--- src/rtl/sbx_pkg.sv ---
package sbx_pkg;
  localparam int CNT_W = 24;

  localparam logic [2:0] A_XCTL  = 3'd0;
  localparam logic [2:0] A_FCTL  = 3'd1;
  localparam logic [2:0] A_FSTAT = 3'd2;
  localparam logic [2:0] A_BURST = 3'd3;
  localparam logic [2:0] A_XMIT  = 3'd4;
  localparam logic [2:0] A_DATA  = 3'd5;

  localparam int FCTL_RX_CLR = 15;
  localparam int FCTL_TX_CLR = 31;

  typedef struct packed {
    logic       start;
    logic       cs_lvl;
    logic       cs_man;
    logic [1:0] cs_idx;
    logic       cs_low;
    logic       cpol;
    logic       cpha;
  } xctl_t;

  function automatic logic [31:0] xctl_pack(input xctl_t c);
    return {c.start, 23'd0, c.cs_lvl, c.cs_man, c.cs_idx, 1'b0, c.cs_low, c.cpol, c.cpha};
  endfunction

  function automatic xctl_t xctl_unpack(input logic [31:0] w);
    xctl_t c;
    c.start  = w[31];
    c.cs_lvl = w[7];
    c.cs_man = w[6];
    c.cs_idx = w[5:4];
    c.cs_low = w[2];
    c.cpol   = w[1];
    c.cpha   = w[0];
    return c;
  endfunction

  // Burst length limited so the receive FIFO cannot overflow in one burst.
  function automatic logic [CNT_W-1:0] burst_clamp(input logic [CNT_W-1:0] n,
                                                   input int unsigned lim);
    return (n > CNT_W'(lim)) ? CNT_W'(lim) : n;
  endfunction
endpackage

--- src/rtl/sbx_fifo.sv ---
module sbx_fifo #(
  parameter int DEPTH = 64,
  parameter int W     = 8
) (
  input  logic                       clk,
  input  logic                       rst_n,
  input  logic                       clr,
  input  logic                       push,
  input  logic [W-1:0]               din,
  input  logic                       pop,
  output logic [W-1:0]               dout,
  output logic [$clog2(DEPTH):0]     level
);
  localparam int AW = $clog2(DEPTH);
  localparam int LW = AW + 1;

  logic [W-1:0]  mem [DEPTH];
  logic [AW-1:0] wp, rp;
  logic [LW-1:0] cnt;
  logic          do_push, do_pop;

  assign do_push = push && (cnt != LW'(DEPTH));
  assign do_pop  = pop && (cnt != '0);
  assign dout    = mem[rp];
  assign level   = cnt;

  always_ff @(posedge clk or negedge rst_n) begin
    if (!rst_n) begin
      wp  <= '0;
      rp  <= '0;
      cnt <= '0;
    end else if (clr) begin
      wp  <= '0;
      rp  <= '0;
      cnt <= '0;
    end else begin
      if (do_push) wp <= wp + 1'b1;
      if (do_pop)  rp <= rp + 1'b1;
      case ({do_push, do_pop})
        2'b10:   cnt <= cnt + 1'b1;
        2'b01:   cnt <= cnt - 1'b1;
        default: cnt <= cnt;
      endcase
    end
  end

  always_ff @(posedge clk) begin
    if (do_push && !clr) mem[wp] <= din;
  end
endmodule

--- src/rtl/sbx_shifter.sv ---
module sbx_shifter
  import sbx_pkg::*;
(
  input  logic             clk,
  input  logic             rst_n,
  input  logic             go,
  input  logic [CNT_W-1:0] len,
  input  logic [CNT_W-1:0] xmit_len,
  input  logic             cpol,
  input  logic             cpha,
  input  logic             tick,
  input  logic             tx_avail,
  input  logic [7:0]       tx_data,
  output logic             tx_pop,
  input  logic             miso,
  output logic             rx_push,
  output logic [7:0]       rx_data,
  output logic             busy,
  output logic             last_done,
  output logic             sclk,
  output logic             mosi
);
  logic [3:0]       half;
  logic [CNT_W-1:0] idx, nbytes;
  logic [7:0]       tx_sh, rx_sh;
  logic             sclk_q, mosi_q, busy_q;

  logic             edge_ev, leading, sample_ev, drive_ev, byte_done, need_load, use_fifo;
  logic [CNT_W-1:0] load_idx;
  logic [7:0]       rx_next, load_byte;

  assign edge_ev   = busy_q & tick;
  assign leading   = ~half[0];
  assign sample_ev = edge_ev & (leading ^ cpha);
  assign drive_ev  = edge_ev & ~(leading ^ cpha) & (half != 4'd15);
  assign byte_done = edge_ev & (half == 4'd15);
  assign last_done = byte_done & (idx == nbytes - 1'b1);
  assign rx_next   = {rx_sh[6:0], miso};

  assign need_load = go | (byte_done & ~last_done);
  assign load_idx  = go ? '0 : idx + 1'b1;
  assign use_fifo  = (load_idx < xmit_len) & tx_avail;
  assign tx_pop    = need_load & use_fifo;
  assign load_byte = use_fifo ? tx_data : 8'h00;

  assign rx_push = byte_done;
  assign rx_data = cpha ? rx_next : rx_sh;
  assign busy    = busy_q;
  assign sclk    = busy_q ? sclk_q : cpol;
  assign mosi    = mosi_q;

  always_ff @(posedge clk or negedge rst_n) begin
    if (!rst_n) begin
      half   <= '0;
      idx    <= '0;
      nbytes <= '0;
      tx_sh  <= '0;
      rx_sh  <= '0;
      sclk_q <= 1'b0;
      mosi_q <= 1'b0;
      busy_q <= 1'b0;
    end else if (go) begin
      busy_q <= 1'b1;
      half   <= '0;
      idx    <= '0;
      nbytes <= len;
      rx_sh  <= '0;
      sclk_q <= cpol;
      if (cpha) begin
        tx_sh <= load_byte;
      end else begin
        mosi_q <= load_byte[7];
        tx_sh  <= {load_byte[6:0], 1'b0};
      end
    end else if (edge_ev) begin
      sclk_q <= ~sclk_q;
      half   <= half + 1'b1;
      if (sample_ev) rx_sh <= rx_next;
      if (drive_ev) begin
        mosi_q <= tx_sh[7];
        tx_sh  <= {tx_sh[6:0], 1'b0};
      end
      if (byte_done) begin
        idx <= idx + 1'b1;
        if (last_done) begin
          busy_q <= 1'b0;
        end else if (cpha) begin
          tx_sh <= load_byte;
        end else begin
          mosi_q <= load_byte[7];
          tx_sh  <= {load_byte[6:0], 1'b0};
        end
      end
    end
  end
endmodule

--- src/rtl/sbx_csgen.sv ---
module sbx_csgen #(
  parameter int NCS = 4
) (
  input  logic                   busy,
  input  logic                   man,
  input  logic                   lvl,
  input  logic                   low,
  input  logic [$clog2(NCS)-1:0] sel_idx,
  output logic [NCS-1:0]         cs
);
  localparam int IW = $clog2(NCS);

  for (genvar i = 0; i < NCS; i++) begin : g_line
    logic picked;
    assign picked = (sel_idx == IW'(i));
    assign cs[i]  = !picked ? low : (man ? lvl : (busy ? ~low : low));
  end
endmodule

--- src/rtl/spi_burst_master.sv ---
module spi_burst_master
  import sbx_pkg::*;
#(
  parameter int DEPTH = 64,
  parameter int NCS   = 4
) (
  input  logic           clk,
  input  logic           rst_n,
  input  logic [2:0]     reg_addr,
  input  logic           reg_wr,
  input  logic           reg_rd,
  input  logic [31:0]    reg_wdata,
  output logic [31:0]    reg_rdata,
  input  logic           sclk_tick,
  output logic           spi_sclk,
  output logic           spi_mosi,
  input  logic           spi_miso,
  output logic [NCS-1:0] spi_cs
);
  localparam int LW = $clog2(DEPTH) + 1;
  localparam int IW = $clog2(NCS);

  xctl_t            ctl_q, ctl_rd, ctl_wr;
  logic [CNT_W-1:0] burst_q, xmit_q, eff_len;
  logic             busy_w, last_done_w, go_w;
  logic             rx_push_w, rx_pop_w, rx_clr_w, tx_clr_w, tx_push_w, tx_pop_w;
  logic [LW-1:0]    rx_level_w, tx_level_w;
  logic [7:0]       rx_byte_w, rx_head_w, tx_head_w;
  logic             unused_bits;

  assign unused_bits = ^reg_wdata[30:24];
  assign ctl_wr      = xctl_unpack(reg_wdata);
  assign eff_len     = burst_clamp(burst_q, DEPTH - 1);
  assign go_w        = reg_wr && (reg_addr == A_XCTL) && !busy_w && ctl_wr.start && (eff_len != '0);
  assign rx_clr_w    = reg_wr && (reg_addr == A_FCTL) && reg_wdata[FCTL_RX_CLR];
  assign tx_clr_w    = reg_wr && (reg_addr == A_FCTL) && reg_wdata[FCTL_TX_CLR];
  assign tx_push_w   = reg_wr && (reg_addr == A_DATA);
  assign rx_pop_w    = reg_rd && (reg_addr == A_DATA);

  always_ff @(posedge clk or negedge rst_n) begin
    if (!rst_n) begin
      ctl_q        <= '0;
      ctl_q.cs_low <= 1'b1;
      burst_q      <= '0;
      xmit_q       <= '0;
    end else if (reg_wr) begin
      if (reg_addr == A_XCTL && !busy_w) begin
        ctl_q       <= ctl_wr;
        ctl_q.start <= 1'b0;
      end
      if (reg_addr == A_BURST) burst_q <= reg_wdata[CNT_W-1:0];
      if (reg_addr == A_XMIT)  xmit_q  <= reg_wdata[CNT_W-1:0];
    end
  end

  always_comb begin
    ctl_rd       = ctl_q;
    ctl_rd.start = busy_w;
    case (reg_addr)
      A_XCTL:  reg_rdata = xctl_pack(ctl_rd);
      A_FSTAT: reg_rdata = {{(32-LW){1'b0}}, rx_level_w};
      A_BURST: reg_rdata = {{(32-CNT_W){1'b0}}, burst_q};
      A_XMIT:  reg_rdata = {{(32-CNT_W){1'b0}}, xmit_q};
      A_DATA:  reg_rdata = {24'd0, rx_head_w};
      default: reg_rdata = '0;
    endcase
  end

  sbx_fifo #(.DEPTH(DEPTH), .W(8)) u_txf (
    .clk(clk), .rst_n(rst_n), .clr(tx_clr_w), .push(tx_push_w), .din(reg_wdata[7:0]),
    .pop(tx_pop_w), .dout(tx_head_w), .level(tx_level_w)
  );

  sbx_fifo #(.DEPTH(DEPTH), .W(8)) u_rxf (
    .clk(clk), .rst_n(rst_n), .clr(rx_clr_w), .push(rx_push_w), .din(rx_byte_w),
    .pop(rx_pop_w), .dout(rx_head_w), .level(rx_level_w)
  );

  sbx_shifter u_eng (
    .clk(clk), .rst_n(rst_n), .go(go_w), .len(eff_len), .xmit_len(xmit_q),
    .cpol(ctl_q.cpol), .cpha(ctl_q.cpha), .tick(sclk_tick),
    .tx_avail(tx_level_w != '0), .tx_data(tx_head_w), .tx_pop(tx_pop_w),
    .miso(spi_miso), .rx_push(rx_push_w), .rx_data(rx_byte_w),
    .busy(busy_w), .last_done(last_done_w), .sclk(spi_sclk), .mosi(spi_mosi)
  );

  sbx_csgen #(.NCS(NCS)) u_cs (
    .busy(busy_w), .man(ctl_q.cs_man), .lvl(ctl_q.cs_lvl), .low(ctl_q.cs_low),
    .sel_idx(ctl_q.cs_idx[IW-1:0]), .cs(spi_cs)
  );
endmodule

--- config.mk ---
export PLATFORM = sky130hd
export DESIGN_NAME = spi_burst_master
export DESIGN_NICKNAME = d
export VERILOG_FILES = /design/src/rtl/sbx_pkg.sv /design/src/rtl/sbx_fifo.sv /design/src/rtl/sbx_shifter.sv /design/src/rtl/sbx_csgen.sv /design/src/rtl/spi_burst_master.sv
export SDC_FILE = /design/constraint.sdc
export NUM_CORES = 1
export LEC_CHECK = 0
export BUFFER_PORTS_ARGS = -buffer_cell sky130_fd_sc_hd__buf_2
export CELL_PAD_IN_SITES_DETAIL_PLACEMENT = 0
export CELL_PAD_IN_SITES_GLOBAL_PLACEMENT = 1
export CORE_UTILIZATION = 57
export CTS_BUF_LIST = sky130_fd_sc_hd__clkbuf_8
export DETAILED_ROUTE_END_ITERATION = 8
export MAX_ROUTING_LAYER = met4
export PLACE_DENSITY = 0.89
export SLEW_MARGIN = 30
export SYNTH_ARGS = -nofsm -noshare
export SYNTH_HDL_FRONTEND = slang
export SYNTH_HIERARCHICAL = 1
export SYNTH_SLANG_ARGS = --single-unit
--- constraint.sdc ---
create_clock -name clk -period 8.2 [get_ports clk]
set_input_delay 1.23 -clock clk [delete_from_list [all_inputs] [get_ports clk]]
set_output_delay 1.23 -clock clk [all_outputs]
set_load 0.01 [all_outputs]
==> results.toml <==
[final_layout]
drive_above_1_share_pct = 22.0
final_cell_area_um2 = 54600
final_cells = 4316
final_nets = 3079
syn_to_final_growth_pct = 9.64

[placed_design]
placed_cell_area_um2 = 51100
dp_cells = 3975
port_buffers = 64
globalplace.congestion = 0.920
dp_hpwl_um = 68100

[route]
top_layer = "met4"
vias = 27528
wl_met3_um = 9380
firstDrtPassIters = 5
drt-initial-drc-count = 3000
wl_per_cell_um = 25.6
drc = 0
wl_met2_um = 53800
ant_nets = 0
wirelength_um = 111000
viasPerCell = 6.38
wl_met1_um = 44000

[yosys]
ys.flop_type = "edfxtp_1"
syn_area_um2 = 49800
yosysTopAreaCellShare_pct = 61.8
synthesis.instances = 2880
yosysWarnings = 6
async_flop_share_pct = 13.8
ys_seq_area_share_pct = 70.0
syn_avg_cell_area_um2 = 17.3
ys_types = 87
yosys.area.top_type = "edfxtp_1"
ys_ff_latch = 1188
synth-edff-count = 1024
synthTopCellsByArea = "edfxtp_1 62%, mux4_2 12%, dfrtp_1 8.2%"

[power]
ir_drop_mv = 0.225
powerDensity_nw_per_um2 = 279
leakagePower_nw = 18.3
p_int_mw = 10.9
seqPwrFrac_pct = 49.2
sw_frac_of_total_pct = 28.6
combPwrFrac_pct = 20.1
switchingPower_mw = 4.36
p_clk_share_pct = 30.7

[die]
core-area_um2 = 86600
rows = 108
die_x_um = 298
io_pins = 79
initial_core_util_pct = 57.5
dieArea_um2 = 88500
die_h_um = 298

[grt]
grt_start_max_net_pins = 113
antenna_found_initial = 2
grt_overflow = 0
gr-usage-all-layers_pct = 26.1
grt_pass1_vias = 27695
grt_pass1_wl_um = 170000

[clock_network]
ctsHtreeMaxLevel = 4
cts_tree = "built"
holdBufCountCts = 0
cts_buffers = 182
max-clock-path-buffers = 3
clock-sinks = 1188
cts-resized-gates = 0
cts_setup_buffers = 0
clk_latency_ps = 860
path_clk_slew_ps = 60
root_buffer = "clkbuf_8"

[timing]
drv_slew = 0
grt_setup_unrepaired = "false"
tns_ps = 0
tightest_slew_ps = 997
slew_headroom_pct = 33.5
finalCriticalPeriod_ps = 6820
hold_viol = 0
finalSetupViolations = 0
fin_crit_sh_pct = 83.2
fin_skew_ps = 51.7
fmax_ghz = 0.147

[worst_setup_path]
required_ps = 8920
ff2ff_setup_slack_ps = 1380
startpoint_type = "flop"
critPathCaptureType = "flop"
cp_max_fo = 11
arrival_ps = 7550
critPathKind = "reg2reg"

[status]
status = "complete, no violations"

[flow_run]
max_cap_viol_count = 0

[worst_hold_path]
holdCritPathClass = "in2async"
## area by class of cell
type	instances	area (um2)
antenna	4	10.0
timing repair buffer	100	636
clock buffer	193	2660
sequential	1188	34900
tap	1155	1450
multi-input combinational	1495	14000
fill	5865	32000
inverter	37	139
clock inverter	144	847
## logic make-up (layout without fill, tap and decap cells)
kind of cell             after synthesis  count (layout)  share of synthesized area, %
AO/OA/AOI/OAI                        383             383                          5.18
flip-flops                          1188            1188                          70.0
buffers and inverters                221             474                          2.24
adder cells (fa/ha/maj)               34              34                         0.854
multiplexers                         370             370                          14.1
other                                  1              29                       0.00753
XOR/XNOR                              99              99                          1.74
AND/OR/NAND/NOR                      584             584                          5.88
## path summary, 6_finish.rpt
| path | from | endpoint | cells past startpoint |
|---|---|---|---|
| max | u_eng/idx[2]$_DFFE_PN0P_ | u_txf/level[6]$_DFFE_PN0P_ | 25 |
| min | rst_n | u_eng/nbytes[20]$_DFFE_PN0P_ | 1 |
| max reg2reg | u_eng/idx[2]$_DFFE_PN0P_ | u_txf/level[6]$_DFFE_PN0P_ | 25 |
| min reg2reg | u_eng/tx_sh[4]$_DFFE_PN0P_ | u_eng/tx_sh[5]$_DFFE_PN0P_ | 2 |
| max in group asynchronous | rst_n | u_txf/rp[1]$_DFFE_PN0P_ | 2 |
| min in group clk | u_eng/tx_sh[4]$_DFFE_PN0P_ | u_eng/tx_sh[5]$_DFFE_PN0P_ | 2 |
## registers in the layout (all words and copies together), names as in the netlist, 7 cells and up
signal        cells
burst_q          24
ctl_q             7
u_eng/idx        24
u_eng/nbytes     24
u_eng/rx_sh       8
u_eng/tx_sh       8
u_rxf/level       7
u_rxf/mem       512
u_txf/level       7
u_txf/mem       512
xmit_q           24
## power groups by stage
stage          combinational, mW  clock, mW  sequential [mW]
2_1_floorplan               2.39          0             7.36
3_3_place_gp                2.86          0             7.64
3_5_place_dp                3.06          0             7.62
4_1_cts                     3.07       4.76             7.50
5_1_grt                     3.29       5.03             7.54
6_report                    3.07       4.67             7.50
## cells in the final DEF, fill, tap and decap left out, drive strengths merged, types with 16 or more instances in the layout
| cell type | n |
|---|---|
| clkinv | 59 |
| nand4 | 26 |
| nor2 | 252 |
| conb | 25 |
| clkbuf | 193 |
| xor2 | 55 |
| a22oi | 135 |
| mux2i | 29 |
| mux2 | 85 |
| or3 | 24 |
| ha | 34 |
| mux4 | 256 |
| nor4 | 20 |
| a22o | 16 |
| inv | 115 |
| nor3 | 30 |
| nand3 | 35 |
| nand2 | 78 |
| buf | 100 |
| nand3b | 17 |
| dfrtp | 163 |
| xnor2 | 44 |
| o21ai | 38 |
| or4 | 24 |
| edfxtp | 1024 |
| a21oi | 114 |
## synthesized netlist by cell type, drive strengths merged, types with 12 or more instances
cell,n
a21oi,114
a22o,16
a22oi,135
buf,80
clkbuf,103
dfrtp,163
edfxtp,1024
ha,34
inv,35
mux2,85
mux2i,29
mux4,256
nand2,78
nand3,35
nand3b,17
nand4,26
nor2,252
nor2b,12
nor3,30
nor4,20
o21ai,38
or3,24
or4,24
xnor2,44
xor2,55
## stage by stage
step	utilization, %	power [mW]	hold WS [ps]	setup slack (ps)
2_1_floorplan	-	9.75	478	1570
3_5_place_dp	59.0	10.7	509	832
6_report	63.0	15.2	460	1380
5_1_grt	63.0	15.9	491	963
4_1_cts	63.0	15.3	445	1540
3_3_place_gp	58.9	10.5	498	1140
## routing by layer
| layer | track usage (%) | vias to the layer above |
|---|---|---|
| li1 | - | 11768 |
| met1 | 35.5 | 14143 |
| met2 | 39.8 | 1403 |
| met3 | 5.19 | 214 |
| met4 | 9.24 | 0 |
| met5 | - | - |
## worst max-delay path, cell delays in order, from the launching register on
cell	delay, ps
dfrtp_1	520
nand3_1	350
nor4_1	760
nand3_1	430
nor2_1	320
and3_1	290
nand3_1	120
xor2_1	180
nor2_1	70
ha_1	290
nand4_1	160
nor4_1	570
o31ai_1	240
nand4_1	190
buf_4	190
nor2_1	150
o21ai_2	160
nor2_1	160
xor2_1	160
ha_1	270
nand3_1	100
a21boi_0	250
o21a_1	160
o21ai_0	80
o311ai_1	140
mux2_2	370
No activity file was read; power rests on OpenSTA's default activity.
